===== src/rtl/mod3_accum_pkg.sv =====
package mod3_accum_pkg;
  // Default modulus of the running sum; must be 2 or more.
  localparam int unsigned ACC_MOD_DEFAULT    = 3;
  // Default number of flops in the reset-release synchroniser.
  localparam int unsigned RST_STAGES_DEFAULT = 2;
endpackage


===== src/rtl/m3_rst_sync.sv =====
module m3_rst_sync #(
  parameter int unsigned STAGES = 2
) (
  input  logic clk,
  input  logic rst_n,
  output logic rst_sync_n
);
  logic [STAGES-1:0] chain_q;

  // First stage samples a constant one; later stages shift it along.
  always_ff @(posedge clk or negedge rst_n) begin
    if (!rst_n) chain_q[0] <= 1'b0;
    else        chain_q[0] <= 1'b1;
  end

  for (genvar g = 1; g < STAGES; g++) begin : g_stage
    always_ff @(posedge clk or negedge rst_n) begin
      if (!rst_n) chain_q[g] <= 1'b0;
      else        chain_q[g] <= chain_q[g-1];
    end
  end

  assign rst_sync_n = chain_q[STAGES-1];
endmodule


===== src/rtl/m3_next_val.sv =====
module m3_next_val #(
  parameter int unsigned MOD = 3,
  parameter int unsigned W   = $clog2(MOD)
) (
  input  logic [W-1:0] cur_i,
  input  logic [W-1:0] opnd_i,
  output logic [W-1:0] nxt_o
);
  // One extra bit holds the unfolded sum (at most 2*MOD-2).
  localparam logic [W:0] MOD_V = (W+1)'(MOD);

  logic [W:0] cur_f;
  logic [W:0] opd_f;
  logic [W:0] raw_sum;
  logic [W:0] folded;

  always_comb begin
    // Out-of-range state codes count as zero.
    cur_f   = ({1'b0, cur_i} < MOD_V) ? {1'b0, cur_i} : '0;
    // Operand codes at or above MOD reduce by one subtraction,
    // since 2**W < 2*MOD.
    opd_f   = ({1'b0, opnd_i} >= MOD_V) ? ({1'b0, opnd_i} - MOD_V)
                                         : {1'b0, opnd_i};
    raw_sum = cur_f + opd_f;
    folded  = (raw_sum >= MOD_V) ? (raw_sum - MOD_V) : raw_sum;
    nxt_o   = folded[W-1:0];
  end
endmodule


===== src/rtl/m3_state_reg.sv =====
module m3_state_reg #(
  parameter int unsigned W = 2
) (
  input  logic         clk,
  input  logic         rst_n,
  input  logic         load_i,
  input  logic [W-1:0] d_i,
  output logic [W-1:0] q_o
);
  logic [W-1:0] q_r;

  always_ff @(posedge clk or negedge rst_n) begin
    if (!rst_n)      q_r <= '0;
    else if (load_i) q_r <= d_i;
  end

  assign q_o = q_r;
endmodule


===== src/rtl/mod3_accum.sv =====
module mod3_accum
  import mod3_accum_pkg::*;
#(
  parameter  int unsigned MOD        = ACC_MOD_DEFAULT,
  parameter  int unsigned RST_STAGES = RST_STAGES_DEFAULT,
  localparam int unsigned W          = $clog2(MOD)
) (
  input  logic         clk,
  input  logic         rst_n,
  input  logic         en_i,
  input  logic [W-1:0] opnd_i,
  output logic [W-1:0] sum_o
);
  logic         rst_sync_n;
  logic [W-1:0] state_q;
  logic [W-1:0] state_d;

  m3_rst_sync #(.STAGES(RST_STAGES)) u_rst (
    .clk        (clk),
    .rst_n      (rst_n),
    .rst_sync_n (rst_sync_n)
  );

  m3_next_val #(.MOD(MOD), .W(W)) u_next (
    .cur_i  (state_q),
    .opnd_i (opnd_i),
    .nxt_o  (state_d)
  );

  m3_state_reg #(.W(W)) u_state (
    .clk    (clk),
    .rst_n  (rst_sync_n),
    .load_i (en_i),
    .d_i    (state_d),
    .q_o    (state_q)
  );

  // The state code is the output code.
  assign sum_o = state_q;
endmodule


===== config.mk =====
export PLATFORM = sky130hd
export DESIGN_NAME = mod3_accum
export DESIGN_NICKNAME = d
export VERILOG_FILES = /design/src/rtl/mod3_accum_pkg.sv /design/src/rtl/m3_rst_sync.sv /design/src/rtl/m3_next_val.sv /design/src/rtl/m3_state_reg.sv /design/src/rtl/mod3_accum.sv
export SDC_FILE = /design/constraint.sdc
export NUM_CORES = 1
export LEC_CHECK = 0
export CAP_MARGIN = 20
export CORE_AREA = 2 2 39 41
export CTS_BUF_LIST = sky130_fd_sc_hd__clkbuf_8
export DETAILED_ROUTE_END_ITERATION = 8
export DIE_AREA = 0 0 41 43
export GPL_ROUTABILITY_DRIVEN = 0
export HOLD_SLACK_MARGIN = 0.02
export PLACE_DENSITY = 0.34
export SETUP_SLACK_MARGIN = 0.3
export SYNTH_ARGS = -nofsm -noshare
export SYNTH_HDL_FRONTEND = slang
export SYNTH_SLANG_ARGS = --single-unit
export TNS_END_PERCENT = 20

===== constraint.sdc =====
create_clock -name clk -period 0.8 [get_ports clk]
set_clock_uncertainty 0.05 [all_clocks]
set_input_delay 0.16 -clock clk [delete_from_list [all_inputs] [get_ports clk]]
set_output_delay 0.16 -clock clk [all_outputs]
set_load 0.02 [all_outputs]

After elaboration in Yosys (flattened, before gate mapping)
Index checks and enable logic that the tools add are counted.
{"block": "word_totals", "register_bits": 4, "in_bits": 5, "word_cells": 12}
{"block": "op_classes", "add_sub_neg": 3, "order_cmp": 3, "muxes": 3}
{"op": "$mux 2", "count": 2}
{"op": "$add 2x3->3", "count": 1}
{"op": "$ge 3x2->1 const B", "count": 1}
{"op": "$mux 3", "count": 1}
{"op": "$sub 2x2->3 const B", "count": 1}
{"op": "$ge 2x2->1 const B", "count": 1}
{"op": "$lt 2x2->1 const B", "count": 1}
{"op": "$sub 2x2->2 const B", "count": 1}

Logic depth before layout (Yosys ltp)
Gate-level depths: netlist (run 1).
{"block": "depth", "ltp_word": 5, "ltp_mapped": 7}

By module
A second synthesis (run 1) with hierarchy kept.
{"block": "hier_totals", "hier_cells": 20, "area_unflattened_um2": 236.5}
{"module": "m3_next_val", "instances": 1, "cells_each": 13, "area_per_inst_um2": 110.1}
{"module": "m3_state_reg", "instances": 1, "cells_each": 4, "area_per_inst_um2": 72.6}
{"module": "m3_rst_sync", "instances": 1, "cells_each": 3, "area_per_inst_um2": 53.8}

Least setup slack after synthesis (run 1)
Ideal clock, no wire load.
{"block": "synth_timing", "path_type": "flip-flop to flip-flop", "startpoint": "register u_state.q_r[0], in the netlist u_state.q_o[0]", "endpoint": "register u_state.q_r[0], in the netlist u_state.q_o[0]", "setup_ps": 63, "arrival_ps": 1938, "path_slack_ps": -1251, "stages_incl_launch_ff": 7, "synth_period_minus_slack_ps": 2051, "cell_sequence": "dfrtp_1 > nor2b_1 > ha_1 > fa_1 > ha_1 > nor4b_2 > o22a_2"}
{"block": "synth_between", "elab_chain_cells": 5, "word_cells_on_any_way": 6, "classes_between": "add/sub: 2; order compare: 2; mux: 2"}
{"item": "start: declaration", "line": "m3_state_reg.sv:10", "text": "logic [W-1:0] q_r;"}
{"item": "start signal: assignment", "line": "m3_state_reg.sv:14", "text": "else if (load_i) q_r <= d_i;"}
{"item": "$lt 2x2->1", "line": "m3_next_val.sv:19", "text": "cur_f = ({1'b0, cur_i} < MOD_V) ? {1'b0, cur_i} : '0;"}
{"item": "$mux 2 *", "line": "m3_next_val.sv:19"}
{"item": "$add 2x3->3 *", "line": "m3_next_val.sv:24", "text": "raw_sum = cur_f + opd_f;"}
{"item": "$ge 3x2->1 or $sub 2x2->2 (tied branches)", "line": "m3_next_val.sv:25", "text": "folded = (raw_sum >= MOD_V) ? (raw_sum - MOD_V) : raw_sum;"}
{"item": "$mux 2 *", "line": "m3_next_val.sv:25"}
Every way passes the cells marked *; elsewhere a longest branch is shown, timed or not.
A chain may end at the register's enable or synchronous reset.

Final worst setup path (run 1)
{"block": "layout_timing", "startpoint": "register u_state.q_r[1], in the netlist u_state.q_o[1]", "endpoint": "register u_state.q_r[0], in the netlist u_state.q_o[0]"}
Same word-level chain as after synthesis.

==> Implementation_results.wiki, run 1 <==
{| class="wikitable"
! Metric !! Value
|-
| CTS tree || done
|-
| Post-Synth XOR/XNOR Area || 0%
|-
| Worst path arrival time || 1.91 ns
|-
| Largest family of logic cells by synthesized area || simple AND/OR/NAND/NOR gates
|-
| Max clock buf depth || 2
|-
| Antenna violations before repair || 0
|-
| Cells traversed along the worst timing path || nor2b_1 > ha_2 > fa_2 > ha_4 > nor2_2 > o21ai_1 > o22a_2
|-
| Post-synthesis to final-layout area growth || 91.35%
|-
| Layout cell share with drive strength beyond 1 || approximately three fifths
|-
| CP max stage cell || fa_2
|-
| Max Freq || approximately 540 MHz
|-
| Top-level I/O count || 7
|-
| Number of placed instances, taps included || between 40 and 50
|-
| Global-route wire length before repair || 731 um
|-
| Most common library cell in the layout ignoring fill and taps || buf_4
|-
| Max VDD drop || about 1.4 mV
|-
| R2R Path Start || u_state.q_o[1]
|-
| Required time of the critical path || 0.86 ns
|-
| Adder-cell area share of the yosys netlist || between 10% and 20%
|-
| Total Die Area || 1763 um2
|-
| Longest individual stage delay on the worst path || 0.46 ns
|-
| Antenna fix cells || 0
|-
| Number of optimization iterations in the first detailed-route pass || 2
|-
| Clock Latency Late Sink || ~0.22 ns
|-
| DRC violation count after routing || 0
|-
| Total of max-cap violations || 0
|-
| Die span in y || between 40 and 50 um
|-
| Clock root buffer master || clkbuf_8
|-
| Total negative slack || -2.653 ns
|-
| Cell Rows || 14
|-
| Critical path endpoint category || register
|-
| Netlist area before placement || about 230 um2
|-
| HPWL after detailed placement || around 350 um
|-
| Count of yosys warnings during synthesis || 0
|-
| Final Non-Filler Cells || 52
|-
| Final setup violating endpoints || 4
|-
| Final worst path period need || about 1.9 ns
|-
| Area fraction in and, or, nand and nor cells after synthesis || ~22%
|-
| Classification of the worst-slack hold path || reg -> async
|-
| Highest-count cells in the layout ignoring fill and taps || buf_4 (5), clkbuf_8 (3), clkdlybuf4s50_1 (3), dfrtp_1 (3)
|-
| Net count after synthesis || 29
|-
| Placed Instance Area || between 300 and 400 um2
|-
| WP depth || 7
|-
| Violation count after the first detailed-route iteration || 1
|-
| Result of the run || finished, violations left
|-
| # port buffers || 6
|-
| Worst Hold Margin || -0.03521 ns
|-
| Total GRT Usage || 6.539%
|-
| Total wirelength of the detailed-routed design || about 500 um
|-
| CTS H-Tree Depth || 1
|-
| Placeable core region || about 1400 um2
|-
| Mean Syn Cell Area || ~11 um2
|-
| Largest net degree at the start of global routing || 5
|-
| Number of synthesized register bits || 4
|-
| FF-to-FF End || u_state.q_o[0]
|-
| Length in cells of the worst reg-to-reg path || 7
|-
| Starting utilization of the core area || about 17%
|-
| Violated checks || negative hold slack, negative setup slack
|-
| Clock transition at the registers of the reported paths || 0.04 ns
|-
| Type of element launching the critical path || register
|-
| Final net count || 45
|-
| CTS buffer count || 3
|-
| Residual antenna-violating net count after detailed routing || 0
|-
| Die W || roughly 41 um
|-
| Total congestion overflow || 0
|-
| Syn Inst Count || 21
|-
| Fraction of the mapped netlist area in compound gates || between 10% and 20%
|-
| Crit path setup slack, layout || -1.057 ns
|-
| Non-Filler Cell Area, Final || 442.9 um2
|-
| Largest delay share family, worst path || adder cells
|-
| Routed vias || between 200 and 250
|-
| Hold Violations, Final || 2
|-
| Largest fanout on the critical path || 4
|-
| Final Max Tran Viols || 0
|-
| Number of distinct library cells after synthesis || 13
|-
| Fin crit share || 232.1%
|-
| Sequential cell area fraction in the yosys report || between 40% and 50%
|-
| Multiplexer area fraction after synthesis || 0%
|-
| WP buf/inv || 0
|-
| Post-CTS Setup Inserts || 0
|-
| Vias per std cell || between 4 and 5
|-
| Critical path start-end classification || reg -> reg
|-
| Total leakage power || about 0.00019 uW
|-
| RSZ-0062 raised after global routing || yes
|-
| Vias in the first global route || about 210
|-
| Reg-to-reg setup timing slack || -1.06 ns
|-
| Sinks on the clock net || 4
|-
| Power per unit of standard cell area || 3975 nW/um2
|-
| Wire per inst || between 9 and 10 um
|}
[report_power, final]
part | switching [uW] | internal (uW)
logic | 455 | 583
registers | 28.0 | 263
clock network | 105 | 327
[timing repair]
action / 4_1_cts / 5_1_grt
endpoints found under the setup margin: 5 / 5
resized for setup: 13 / 5
pin swaps: 2 / 0
endpoints found under the hold margin: 2 / 2
[layer usage]
layer / global-route usage (%) / up-vias / share of wire, % / wire length (um)
met3: 4.712 / 0 / 5.8 / 29
met2: 9.375 / 4 / 54 / 269
met5: 0 / - / 0 / 0
li1: - / 102 / - / -
met1: 6.472 / 104 / 40 / 200
met4: 4.000 / 0 / 0 / 0
[synth_stat cells]
cell type | count | area (um2)
dfrtp_1 | 4 | 100.1
nor2_1 | 3 | 11.26
nor2b_1 | 3 | 18.77
ha_1 | 2 | 25.02
conb_1 | 1 | 3.750
fa_1 | 1 | 20.02
inv_1 | 1 | 3.750
nor3_1 | 1 | 5.000
nor4b_2 | 1 | 15.01
o21ai_0 | 1 | 5.000
o22a_2 | 1 | 10.01
o22ai_1 | 1 | 6.260
o31ai_1 | 1 | 7.510
[through the flow]
stage	utilization (%)	total power, uW	hold WS [ns]	setup WS, ns
finish	32.01	1761	-0.03521	-1.057
global route	32.01	1918	-0.02217	-1.154
CTS	30.65	1701	-0.03573	-1.100
detailed placement	25.68	1145	-0.02621	-1.424
global placement	25.68	1138	-0.03301	-1.355
floorplan	-	766.1	-0.1856	-1.183
[flip-flops by register name, indices dropped and copies added (netlist names)]
register,cells
u_rst.chain_q,1
u_rst.rst_sync_n,1
u_state.q_o,2
[logic make-up after synthesis]
logic type	count (synthesis)
other	1
DFF	4
AOI/OAI and AO/OA	4
and+or+nand+nor	8
adders and majority gates	3
buffers and inverters	1
[worst max path at each step]
stage                   start             end  slack, ns
2_1_floorplan  u_state.q_o[0]  u_state.q_o[0]      -1.18
6_report       u_state.q_o[1]  u_state.q_o[0]      -1.06
3_5_place_dp        opnd_i[0]  u_state.q_o[1]      -1.42
5_1_grt        u_state.q_o[1]  u_state.q_o[1]      -1.15
3_3_place_gp        opnd_i[0]  u_state.q_o[0]      -1.35
4_1_cts        u_state.q_o[0]  u_state.q_o[0]      -1.10
[layout make-up]
cell class              count  area, um2
clock buffers               3      41.29
repair buffers             11      98.84
inverters                   1      3.754
well taps                  16      20.02
fillers                   149      940.9
clock inverters             1      3.754
flip-flops and latches      4      101.3
multi-input cells          16      173.9
(Power assumes the default switching activity.)
==> run 2, diff against run 1 <==
--- a/config.mk
+++ b/config.mk
@@ -14,7 +14,9 @@
 export HOLD_SLACK_MARGIN = 0.02
 export PLACE_DENSITY = 0.34
 export SETUP_SLACK_MARGIN = 0.3
+export SLEW_MARGIN = 15
 export SYNTH_ARGS = -nofsm -noshare
 export SYNTH_HDL_FRONTEND = slang
+export SYNTH_HIERARCHICAL = 1
 export SYNTH_SLANG_ARGS = --single-unit
 export TNS_END_PERCENT = 20
==> run 2 against run 1 <==
Cell count down 3.8%. Combinational power is 11% lower. Critical path depth grew 2. The flow still finishes with violations (negative hold slack, negative setup slack). Register-to-register slack got worse by 0.30 ns. Synthesized area rose by 2.2%. Largest power group unchanged. Worst setup slack got worse by 0.30 ns. Global-route usage up 0.94 points. Critical endpoint is now u_state/q_o[1]. Worst hold slack gained 0.0041 ns.
==> Implementation_results.wiki, run 2 <==
{| class="wikitable"
! Metric !! Value
|-
| Result of the run || finished, violations left
|-
| Violated checks || negative hold slack, negative setup slack
|-
| Sinks on the clock net || 4 (unchanged)
|-
| Cell taking the most area after synthesis || dfrtp_1
|-
| R2R Path Start || u_state/q_o[1]
|-
| Clock root buffer master || clkbuf_8
|-
| Critical path endpoint category || register
|-
| Classification of the worst-slack hold path || reg -> async
|-
| Required time of the critical path || 0.85 ns (about the same)
|-
| Count of yosys warnings during synthesis || 6 (+6)
|-
| Total leakage power || 0.0001988 uW (+5.3%)
|-
| Termination of the worst setup path || u_state/q_o[1]
|-
| HPWL after detailed placement || 346.6 um (-1.8%)
|-
| Reg-to-reg setup timing slack || -1.36 ns (-0.30 ns)
|-
| Total congestion overflow || 0 (unchanged)
|-
| Wire per inst || 8.720 um (-9.1%)
|-
| Antenna violations before repair || 0 (unchanged)
|-
| CTS buffer count || 3 (unchanged)
|-
| Final net count || 43 (-4.4%)
|-
| Violation count after the first detailed-route iteration || 1 (unchanged)
|-
| Max Freq || 463.2 MHz (-14%)
|-
| Antenna fix cells || 0 (unchanged)
|-
| Crit path setup slack, layout || -1.359 ns (-0.3021 ns)
|-
| Total Die Area || 1763 um2 (unchanged)
|-
| Total of max-cap violations || 0 (unchanged)
|-
| Worst Hold Margin || -0.03113 ns (+0.004074 ns)
|-
| Clock Latency Late Sink || 0.21 ns (about the same)
|-
| Routed vias || 174 (-17%)
|-
| Ys async rst share || 100.0% (unchanged)
|-
| Largest net degree at the start of global routing || 4 (-1)
|-
| Final Total Pwr || 1663 uW (-5.5%)
|-
| Cell Rows || 14 (unchanged)
|-
| Die W || 41 um (unchanged)
|-
| Number of optimization iterations in the first detailed-route pass || 2 (unchanged)
|-
| RSZ-0062 raised after global routing || yes
|-
| # port buffers || 6 (unchanged)
|-
| CTS H-Tree Depth || 1 (unchanged)
|-
| Placeable core region || 1384 um2 (unchanged)
|-
| Max reg flops || 2 (unchanged)
|-
| Net count after synthesis || 28 (-3.4%)
|-
| CTS tree || done
|-
| Total GRT Usage || 7.482% (+0.94 points)
|-
| Post-synth top area share || 42.33% (-0.92 points)
|-
| Starting utilization of the core area || 17.09% (+0.36 points)
|-
| Power per unit of standard cell area || 3956 nW/um2 (-0.46%)
|-
| Fin crit share || 269.8% (+38 points)
|-
| DRC violation count after routing || 0 (unchanged)
|-
| Vias per std cell || 3.480 (-14%)
|-
| Most used flip-flop cell after synthesis || dfrtp_1
|-
| Max VDD drop || 1.349 mV (-5.2%)
|-
| FF-to-FF End || u_state/q_o[1]
|-
| Clock transition at the registers of the reported paths || 0.03 ns (about the same)
|-
| Crit path from || u_state/q_o[1]
|-
| Worst path arrival time || 2.21 ns (+0.30 ns)
|-
| Top-level I/O count || 7 (unchanged)
|-
| Sequential cell area fraction in the yosys report || 42.33% (-0.92 points)
|-
| Type of element launching the critical path || register
|-
| Critical path start-end classification || reg -> reg
|-
| Non-Filler Cell Area, Final || 420.4 um2 (-5.1%)
|-
| Layout cell share with drive strength beyond 1 || 55.88% (-2.5 points)
|-
| Placed Instance Area || 346.6 um2 (-2.5%)
|-
| Final Max Tran Viols || 0 (unchanged)
|-
| Post-synthesis to final-layout area growth || 77.78%
|-
| Vias in the first global route || 207 (-0.48%)
|-
| Number of synthesized register bits || 4 (unchanged)
|-
| Syn Inst Count || 20 (-4.8%)
|-
| Global-route wire length before repair || 765 um (+4.7%)
|-
| Final setup violating endpoints || 4 (unchanged)
|-
| Dominant cell by count in the synthesized netlist || dfrtp_1
|-
| Total wirelength of the detailed-routed design || 436 um (-13%)
|-
| Length in cells of the worst reg-to-reg path || 9 (+2)
|-
| Largest fanout on the critical path || 2 (-2)
|-
| Number of distinct library cells after synthesis || 12 (-1)
|-
| Final worst path period need || 2.159 ns (+0.3021 ns)
|-
| Hold Violations, Final || 2 (unchanged)
|-
| Netlist area before placement || 236.5 um2 (+2.2%)
|-
| Die span in y || 43 um (unchanged)
|-
| Mean Syn Cell Area || 11.82 um2 (+7.3%)
|-
| Highest-count cells in the layout ignoring fill and taps || clkbuf_8 (3), buf_6 (3), buf_4 (3)
|-
| Residual antenna-violating net count after detailed routing || 0 (unchanged)
|-
| Max clock buf depth || 2 (unchanged)
|-
| Main area contributors after synthesis || dfrtp_1 (42%), ha_1 (11%), mux2_2 (9.5%)
|-
| Post-synth EDFFs || 0 (unchanged)
|}
## run 2: cell families after synthesis
kind of cell    Yosys count  synth area share [%]
other cells               1                 1.586
compound gates            2                 5.290
flops                     4                 42.33
buf+inv                   2                 3.176
mux                       2                 9.523
fa+ha+maj                 3                 19.05
simple gates              6                 19.05
## run 2: through the flow
stage / cells / utilization [%] / setup WS (ns) / setup TNS (ns)
after floorplan: 20 / - / -1.357 / -2.690
after global placement: 45 / 25.05 / -1.607 / -4.104
after detailed placement: 45 / 25.05 / -1.675 / -4.224
after CTS: 50 / 29.75 / -1.401 / -3.325
after global routing: 50 / 30.38 / -1.463 / -3.541
final: 50 / 30.38 / -1.359 / -3.235
## run 2: repair_timing
action / 4_1_cts / 5_1_grt
buffers inserted: 1 / 0
endpoints found under the hold margin: 2 / 2
pin swaps: 4 / 2
endpoints found under the setup margin: 5 / 5
gates resized for setup: 17 / 3
## run 2: cell type report
type,instances,area [um2]
Tap cell,16,20.02
Clock inverter,1,3.754
Sequential cell,4,102.6
Inverter,2,7.507
Clock buffer,3,41.29
Timing Repair Buffer,10,97.59
Fill cell,142,963.4
Multi-Input combinational cell,14,147.6
## run 2: power by group
part / switching (uW) / internal [uW] / leakage, uW / total [uW]
registers: 41.5 / 271 / 0.0000454 / 313
logic: 370 / 551 / 0.000126 / 921
clock network: 102 / 327 / 0.0000269 / 429
total: 514 / 1150 / 0.000199 / 1660
## run 2: worst min-delay path by stage
stage | slack (ns) | startpoint | end | cells after the start
after floorplan | -0.19 | rst_n | u_rst/chain_q[0] | 0
after global placement | -0.03 | u_rst/rst_sync_n | u_state/q_o[1] | 0
after detailed placement | -0.02 | u_rst/rst_sync_n | u_state/q_o[1] | 0
after CTS | -0.03 | u_rst/rst_sync_n | u_state/q_o[1] | 0
after global routing | -0.02 | u_rst/rst_sync_n | u_state/q_o[0] | 0
final | -0.03 | u_rst/rst_sync_n | u_state/q_o[1] | 0
## run 2: worst max-delay path, cell delays in order (launching register included)
cell and delay (ns):
dfrtp_2 0.40, nor2b_2 0.12, ha_2 0.18, inv_2 0.04, fa_1 0.49, inv_1 0.05
ha_2 0.17, nand3b_1 0.18, o21a_1 0.12, mux2_4 0.25
## run 2: metal layers
metal / vias to the layer above / track usage, % / wire length (um)
met2: 5 / 7.813 / 221
met1: 77 / 8.224 / 191
met4: 0 / 10.00 / 0
met5: - / 0 / 0
met3: 0 / 4.712 / 23
li1: 92 / - / -
==> run 3, diff against run 2 <==
--- a/config.mk
+++ b/config.mk
@@ -14,7 +14,7 @@
 export HOLD_SLACK_MARGIN = 0.02
 export PLACE_DENSITY = 0.34
 export SETUP_SLACK_MARGIN = 0.3
-export SLEW_MARGIN = 15
+export SLEW_MARGIN = 20
 export SYNTH_ARGS = -nofsm -noshare
 export SYNTH_HDL_FRONTEND = slang
 export SYNTH_HIERARCHICAL = 1
==> results of run 3 <==
The final DEF is identical to that of run 2; final timing and power are the same.
